### src/rtl/dma_hold_limiter.sv
module dma_hold_limiter #(
  parameter int PRE_W = 8,
  parameter int LIM_W = 7
) (
  input  logic             clk,
  input  logic             rst_n,
  input  logic             cfg_wr,
  input  logic [LIM_W:0]   cfg_wdata,
  output logic [LIM_W:0]   cfg_rdata,
  output logic             cfg_err,
  input  logic             dma_active,
  output logic             term_req
);
  localparam logic [PRE_W-1:0] PRE_MAX = '1;

  logic             en_q, snap_en, fired_q, term_q, err_q;
  logic [LIM_W-1:0] lim_q, snap_lim, units_q;
  logic [PRE_W-1:0] pre_q;
  logic             wr_zero, hit;

  assign wr_zero   = cfg_wr && (cfg_wdata[LIM_W-1:0] == '0);
  assign cfg_rdata = {en_q, lim_q};
  assign cfg_err   = err_q;
  assign term_req  = term_q;

  assign hit = dma_active && snap_en && (snap_lim != '0) && !fired_q &&
               (pre_q == PRE_MAX) &&
               (({1'b0, units_q} + 1'b1) == {1'b0, snap_lim});

  always_ff @(posedge clk or negedge rst_n) begin
    if (!rst_n) begin
      en_q  <= 1'b0;
      lim_q <= '0;
      err_q <= 1'b0;
    end else if (cfg_wr) begin
      en_q  <= cfg_wdata[LIM_W];
      err_q <= wr_zero;
      if (!wr_zero) lim_q <= cfg_wdata[LIM_W-1:0];
    end
  end

  always_ff @(posedge clk or negedge rst_n) begin
    if (!rst_n) begin
      snap_en  <= 1'b0;
      snap_lim <= '0;
    end else if (!dma_active) begin
      snap_en  <= en_q;
      snap_lim <= lim_q;
    end
  end

  always_ff @(posedge clk or negedge rst_n) begin
    if (!rst_n) begin
      pre_q   <= '0;
      units_q <= '0;
      fired_q <= 1'b0;
      term_q  <= 1'b0;
    end else begin
      term_q <= hit;
      if (!dma_active) begin
        pre_q   <= '0;
        units_q <= '0;
        fired_q <= 1'b0;
      end else if (!fired_q) begin
        pre_q <= pre_q + 1'b1;
        if (pre_q == PRE_MAX) units_q <= units_q + 1'b1;
        if (hit) fired_q <= 1'b1;
      end
    end
  end


  term_single_chk: assert property (@(posedge clk) disable iff (!rst_n)
    term_req |=> !term_req);


  term_needs_burst_chk: assert property (@(posedge clk) disable iff (!rst_n)
    !dma_active |=> !term_req);


  term_disabled_chk: assert property (@(posedge clk) disable iff (!rst_n)
    !snap_en |=> !term_req);


  zero_keep_chk: assert property (@(posedge clk) disable iff (!rst_n)
    wr_zero |=> ($stable(cfg_rdata[LIM_W-1:0]) && cfg_err));


  snap_hold_chk: assert property (@(posedge clk) disable iff (!rst_n)
    dma_active |=> $stable({snap_en, snap_lim}));
endmodule

### config.mk
export PLATFORM = sky130hd
export DESIGN_NAME = dma_hold_limiter
export DESIGN_NICKNAME = d
export VERILOG_FILES = /design/src/rtl/dma_hold_limiter.sv
export SDC_FILE = /design/constraint.sdc
export NUM_CORES = 1
export LEC_CHECK = 0
export BUFFER_PORTS_ARGS = -buffer_cell sky130_fd_sc_hd__buf_2
export CORE_MARGIN = 2
export CORE_UTILIZATION = 30
export DETAILED_ROUTE_END_ITERATION = 10
export PLACE_DENSITY = 0.48
export REMOVE_ABC_BUFFERS = 1
export SYNTH_ARGS = -nofsm -noshare
export SYNTH_HDL_FRONTEND = slang
export SYNTH_SLANG_ARGS = --single-unit
export TNS_END_PERCENT = 50
### constraint.sdc
create_clock -name clk -period 2.2 [get_ports clk]
set_clock_uncertainty 0.2 [all_clocks]
set_input_delay 0.44 -clock clk [delete_from_list [all_inputs] [get_ports clk]]
set_output_delay 0.44 -clock clk [all_outputs]
set_load 0.01 [all_outputs]
==> After elaboration in Yosys (flattened, before gate mapping) <==
Index checks and enable logic that the tools add are counted.
{ "totals": {"register_bits": 34, "latch_bits": 0, "ram_bits": 0, "mem_bits_ro": 0, "input_bits": 12, "output_inout_bits": 10, "memories": 0} }
{ "op_classes": {"add_sub_neg": 3, "n_mul": 0, "n_div": 0, "order_cmp": 0, "eq_ne": 4, "n_shift": 0, "n_mux": 8, "n_bitwise": 1, "n_reduce_logical": 11} }
{ "op_table": {"columns": ["op", "count"], "rows": [
  ["2-to-1 mux 7 bit", 3],
  ["2-to-1 mux 8 bit", 2],
  ["adder 7 x 1 -> 8 bit (second input constant)", 1],
  ["adder 8 x 1 -> 8 bit (second input constant)", 1],
  ["equality test 8 x 7 -> 1 bit", 1],
  ["equality test 8 bit (second input constant)", 1],
  ["adder 7 x 1 -> 7 bit (second input constant)", 1],
  ["logical NOT 7 bit", 1],
  ["nonzero test 7 bit", 1],
  ["logical AND 1 bit", 6],
  ["AND reduction 2 bit", 2],
  ["2-to-1 mux 1 bit", 3],
  ["inequality test 2 x 1 -> 1 bit (second input constant)", 1],
  ["inequality test 2 bit (second input constant)", 1],
  ["logical NOT 1 bit", 1],
  ["NOT 1 bit", 1]
]} }

==> Depth between registers and ports, before layout <==
{ "logic_depth": {"ltp_word": 8, "mapped_depth": 7, "ltp_nobuf": 6} }

==> Worst setup path before layout <==
Ideal clock, no wire load.
{ "synth_timing": {"path_kind": "reg2reg", "from": "register pre_q[0]", "to": "register units_q[5]", "arrival_time_ps": 1570, "path_slack_ps": 311, "stages_incl_launch_ff": 8, "path_cell_list": "dfrtp_1 ha_1 nand4b_4 or3_1 buf_6 nor3b_2 xor2_1 and2_1"} }
{ "synth_via": {"elab_chain_len": 3} }
{ "synth_rtl": {"columns": ["element", "line_no", "text"], "rows": [
  ["start: declaration", "18", "logic [PRE_W-1:0] pre_q;"],
  ["start signal: assignment", "65", "pre_q <= pre_q + 1'b1;"],
  ["equality test 8 bit", "66", "if (pre_q == PRE_MAX) units_q <= units_q + 1'b1;"],
  ["inequality test 2 x 1 -> 1 bit (no line)", null, null],
  ["AND reduction 2 bit (no line)", null, null],
  ["end signal: assignment", "66", null],
  ["end: declaration", "17", "logic [LIM_W-1:0] lim_q, snap_lim, units_q;"]
]} }
No other way between the ends.
A chain may end at the register's enable or synchronous reset.

==> Worst setup path in the final report <==
Ends and elaborated chain as after synthesis.

==> qor.tcl <==
set qor(highest_clock_rate_mhz) 489
set qor(num-fill-cells) 605
set qor(worst-endpoint-arrival_ps) 2020
set qor(critical_path.cell_chain) {ha_1 -> nand4b_4 -> or3_1 -> nor3b_2 -> xor2_1 -> and2_1}
set qor(holdBufCountCts) 0
set qor(drc) 0
set qor(worst-path-max-fanout) 8
set qor(area_growth_syn_to_layout_pct) 14.8
set qor(cts_inserted_buffers) 5
set qor(via_density_per_instance) 4.86
set qor(pins_over_slew_limit) 0
set qor(root_buffer) {clkbuf_8}
set qor(postRouteAntennaNets) 0
set qor(hold_path.class) {in -> async}
set qor(drt-initial-drc-count) 50
set qor(vdd_ir_drop_max_uv) 332
set qor(synthesis.instances) 167
set qor(grt_use_total_pct) 12.3
set qor(gp_congestion) 0.873
set qor(length_of_the_first_detailed_routing_pass_in_iterations) 4
set qor(cellPowerDensity_nw_per_um2) 657
set qor(grt_pass1_wl_um) 6200
set qor(cts_sinks) 34
set qor(worst_slack_ps) 156
set qor(ys.warnings.count) 0
set qor(max_slew.worst_pin.slew_ps) 767
set qor(synthTopCellsByArea) {dfrtp_1 (48%), xor2_1 (5.9%), mux2_2 (5.7%), nand2_1 (5.1%), and2_1 (4.9%)}
set qor(synth-seq-area-share_pct) 47.9
set qor(tritoncts) {yes}
set qor(post-route-period-util_pct) 92.9
set qor(detailed_place_hpwl_um) 2530
set qor(synth_top_cell_by_area) {dfrtp_1}
set qor(final.setup.tns_ps) 0
set qor(syn_area_per_cell_um2) 10.6
set qor(critPathBufInv) 0
set qor(grt_start_max_net_pins) 35
set qor(synth.ff_latch_count) 34
set qor(clock_insertion_delay_worst_skew_ps) 290
set qor(worstRegToRegCells) 6
set qor(status) {complete, no violations}
set qor(period_needed_ps) 2040
set qor(grt_overflow) 0
set qor(crit-reg2reg-capture) {units_q[5]$_DFFE_PN0P_}
set qor(layout.nets) 203
set qor(cellLeakagePower_uw) 0.00103
set qor(cap_viol_max_count) 0
set qor(die_width_um) 81.0
set qor(die_y_um) 81.0
set qor(final-hold-violation-count) 0
set qor(cts_resized) 0
set qor(startpoint_type) {flop}
set qor(vias) 1289
set qor(critical_path.endpoint_type) {flop}
set qor(rsz0062_at_grt) {no}
set qor(row_cnt) 28
set qor(path_class) {reg -> reg}
set qor(first_global_vias) 1353
set qor(post-synth-top-area-fraction_pct) 47.9
set qor(detail_route.wirelength_um) 3490
set qor(rr_startpoint) {pre_q[0]$_DFFE_PN0P_}
set qor(h-tree-depth) 2
set qor(crit_slowest_cell) {or3_1}
set qor(post_cts.repair.setup_buffers) 0
set qor(pin_count) 22
set qor(number_of_antenna_violations_at_the_first_check_in_global_routing) 0
set qor(setup_violations) 0
set qor(synth_cell_type_count) 38
set qor(floorplan.initialDensity_pct) 30.6
set qor(cp_top_family) {simple AND/OR/NAND/NOR gates}
set qor(clkTransAtPathRegs_ps) 70
set qor(numPortBuffers) 21
set qor(synth_area_um2) 1780
set qor(timing.reg2reg.setup_slack_ps) 160
set qor(routed_wire_length_per_instance_um) 13.2
set qor(diodes) 0
set qor(layout-drive-gt1-share_pct) 23.2
set qor(fp.coreArea_um2) 5820
set qor(cp_data_required_time_ps) 2180
set qor(die-area_um2) 6550
set qor(ctsLongestPathBuffers) 2
set qor(slew_headroom_pct) 48.9
set qor(largest_stage_delay_on_the_critical_path_ps) 520
set qor(dp_slack_ps) 162
[final cells by class]
class / instances / area, um^2 / share of cell area [%]
Multi-Input combinational cell: 124 / 872 / 42.8
Sequential cell: 34 / 851 / 41.7
Timing Repair Buffer: 24 / 128 / 6.26
Tap cell: 75 / 93.8 / 4.60
Clock buffer: 6 / 82.6 / 4.05
Clock inverter: 2 / 12.5 / 0.613
[synthesized netlist by cell type, drive strengths merged]
master and n:
and4b 1, a221oi 1, nand3 3, a211o 1, mux2i 2, o31ai 1, and2 14, o41ai 1
o32ai 1, o21ai 1, nor2 8, ha 2, and3 4, mux2 9, nor3b 2, a21oi 4
nand4 5, nor2b 6, nand4b 1, o21a 1, or4 1, a311oi 2, nand2 24, or3 2
xor2 12, xnor2 7, clkbuf 5, nor4 1, nand2b 3, nor3 1, a31oi 1, o211a 1
dfrtp 34, buf 4, o2111a 1
[flip-flops by register name, indices dropped and copies added, names as in the netlist]
| signal | cells |
|---|---|
| units_q | 7 |
| cfg_err | 1 |
| snap_en | 1 |
| lim_q | 7 |
| fired_q | 1 |
| pre_q | 8 |
| snap_lim | 7 |
| term_req | 1 |
| en_q | 1 |
[how the worst max path moves through the flow]
stage	from	to	cells after the start
final	pre_q[0]$_DFFE_PN0P_	units_q[5]$_DFFE_PN0P_	6
after global routing	pre_q[0]$_DFFE_PN0P_	units_q[4]$_DFFE_PN0P_	6
after CTS	pre_q[0]$_DFFE_PN0P_	units_q[5]$_DFFE_PN0P_	6
after detailed placement	pre_q[0]$_DFFE_PN0P_	units_q[5]$_DFFE_PN0P_	6
after global placement	pre_q[0]$_DFFE_PN0P_	units_q[5]$_DFFE_PN0P_	6
after floorplan	pre_q[0]$_DFFE_PN0P_	units_q[5]$_DFFE_PN0P_	6
[worst register-to-register path, delay by kind of cell, from the launching register on]
kind	cells	cell delay, ps
xor gates and xnor gates	1	80
DFF	1	390
adders and majority gates	1	220
and+or+nand+nor	4	1050
[cell usage in the layout, fill, tap and decap left out, drive strengths merged, types with 2 or more instances in the layout]
cell type / count
nand2b: 3
clkbuf: 6
nand3: 3
nor3b: 2
nor2: 8
mux2i: 2
ha: 2
nor2b: 6
or3: 2
buf: 24
nand4: 5
nand2: 24
mux2: 9
and3: 4
a311oi: 2
a21oi: 4
xnor2: 7
and2: 14
dfrtp: 34
xor2: 12
[where the power goes]
part	switching, uW	internal, uW
combinational	78.0	74.9
sequential	40.9	665
clock	230	251
[stage by stage]
step	hold slack [ps]	instances	total power (uW)	instance area (um^2)	util [%]
after floorplan	-55.6	158	798	1720	-
after global placement	259	257	866	1940	33.4
after detailed placement	278	257	874	1940	33.4
after CTS	46.7	265	1370	2040	35.1
after global routing	78.3	265	1430	2040	35.1
final	24.2	265	1340	2040	35.1
[layer usage]
| metal | routed length (um) | global-route usage [%] | vias up | part of all wire (%) |
|---|---|---|---|---|
| li1 | - | - | 618 | - |
| met1 | 1660 | 15.5 | 630 | 47 |
| met2 | 1580 | 20.0 | 34 | 45 |
| met3 | 195 | 3.44 | 7 | 5.6 |
| met4 | 55 | 4.92 | 0 | 1.6 |
| met5 | 0 | 0 | - | 0 |
[cells by family after synthesis]
logic type,Yosys count,synth area share [%]
buffers and inverters,9,3.03
muxes,11,6.83
xor gates and xnor gates,19,9.37
adders and majority gates,2,1.41
AOI/OAI and AO/OA,16,7.82
DFF,34,47.9
and+or+nand+nor,76,23.7
Power figures use the tool's default switching activity.
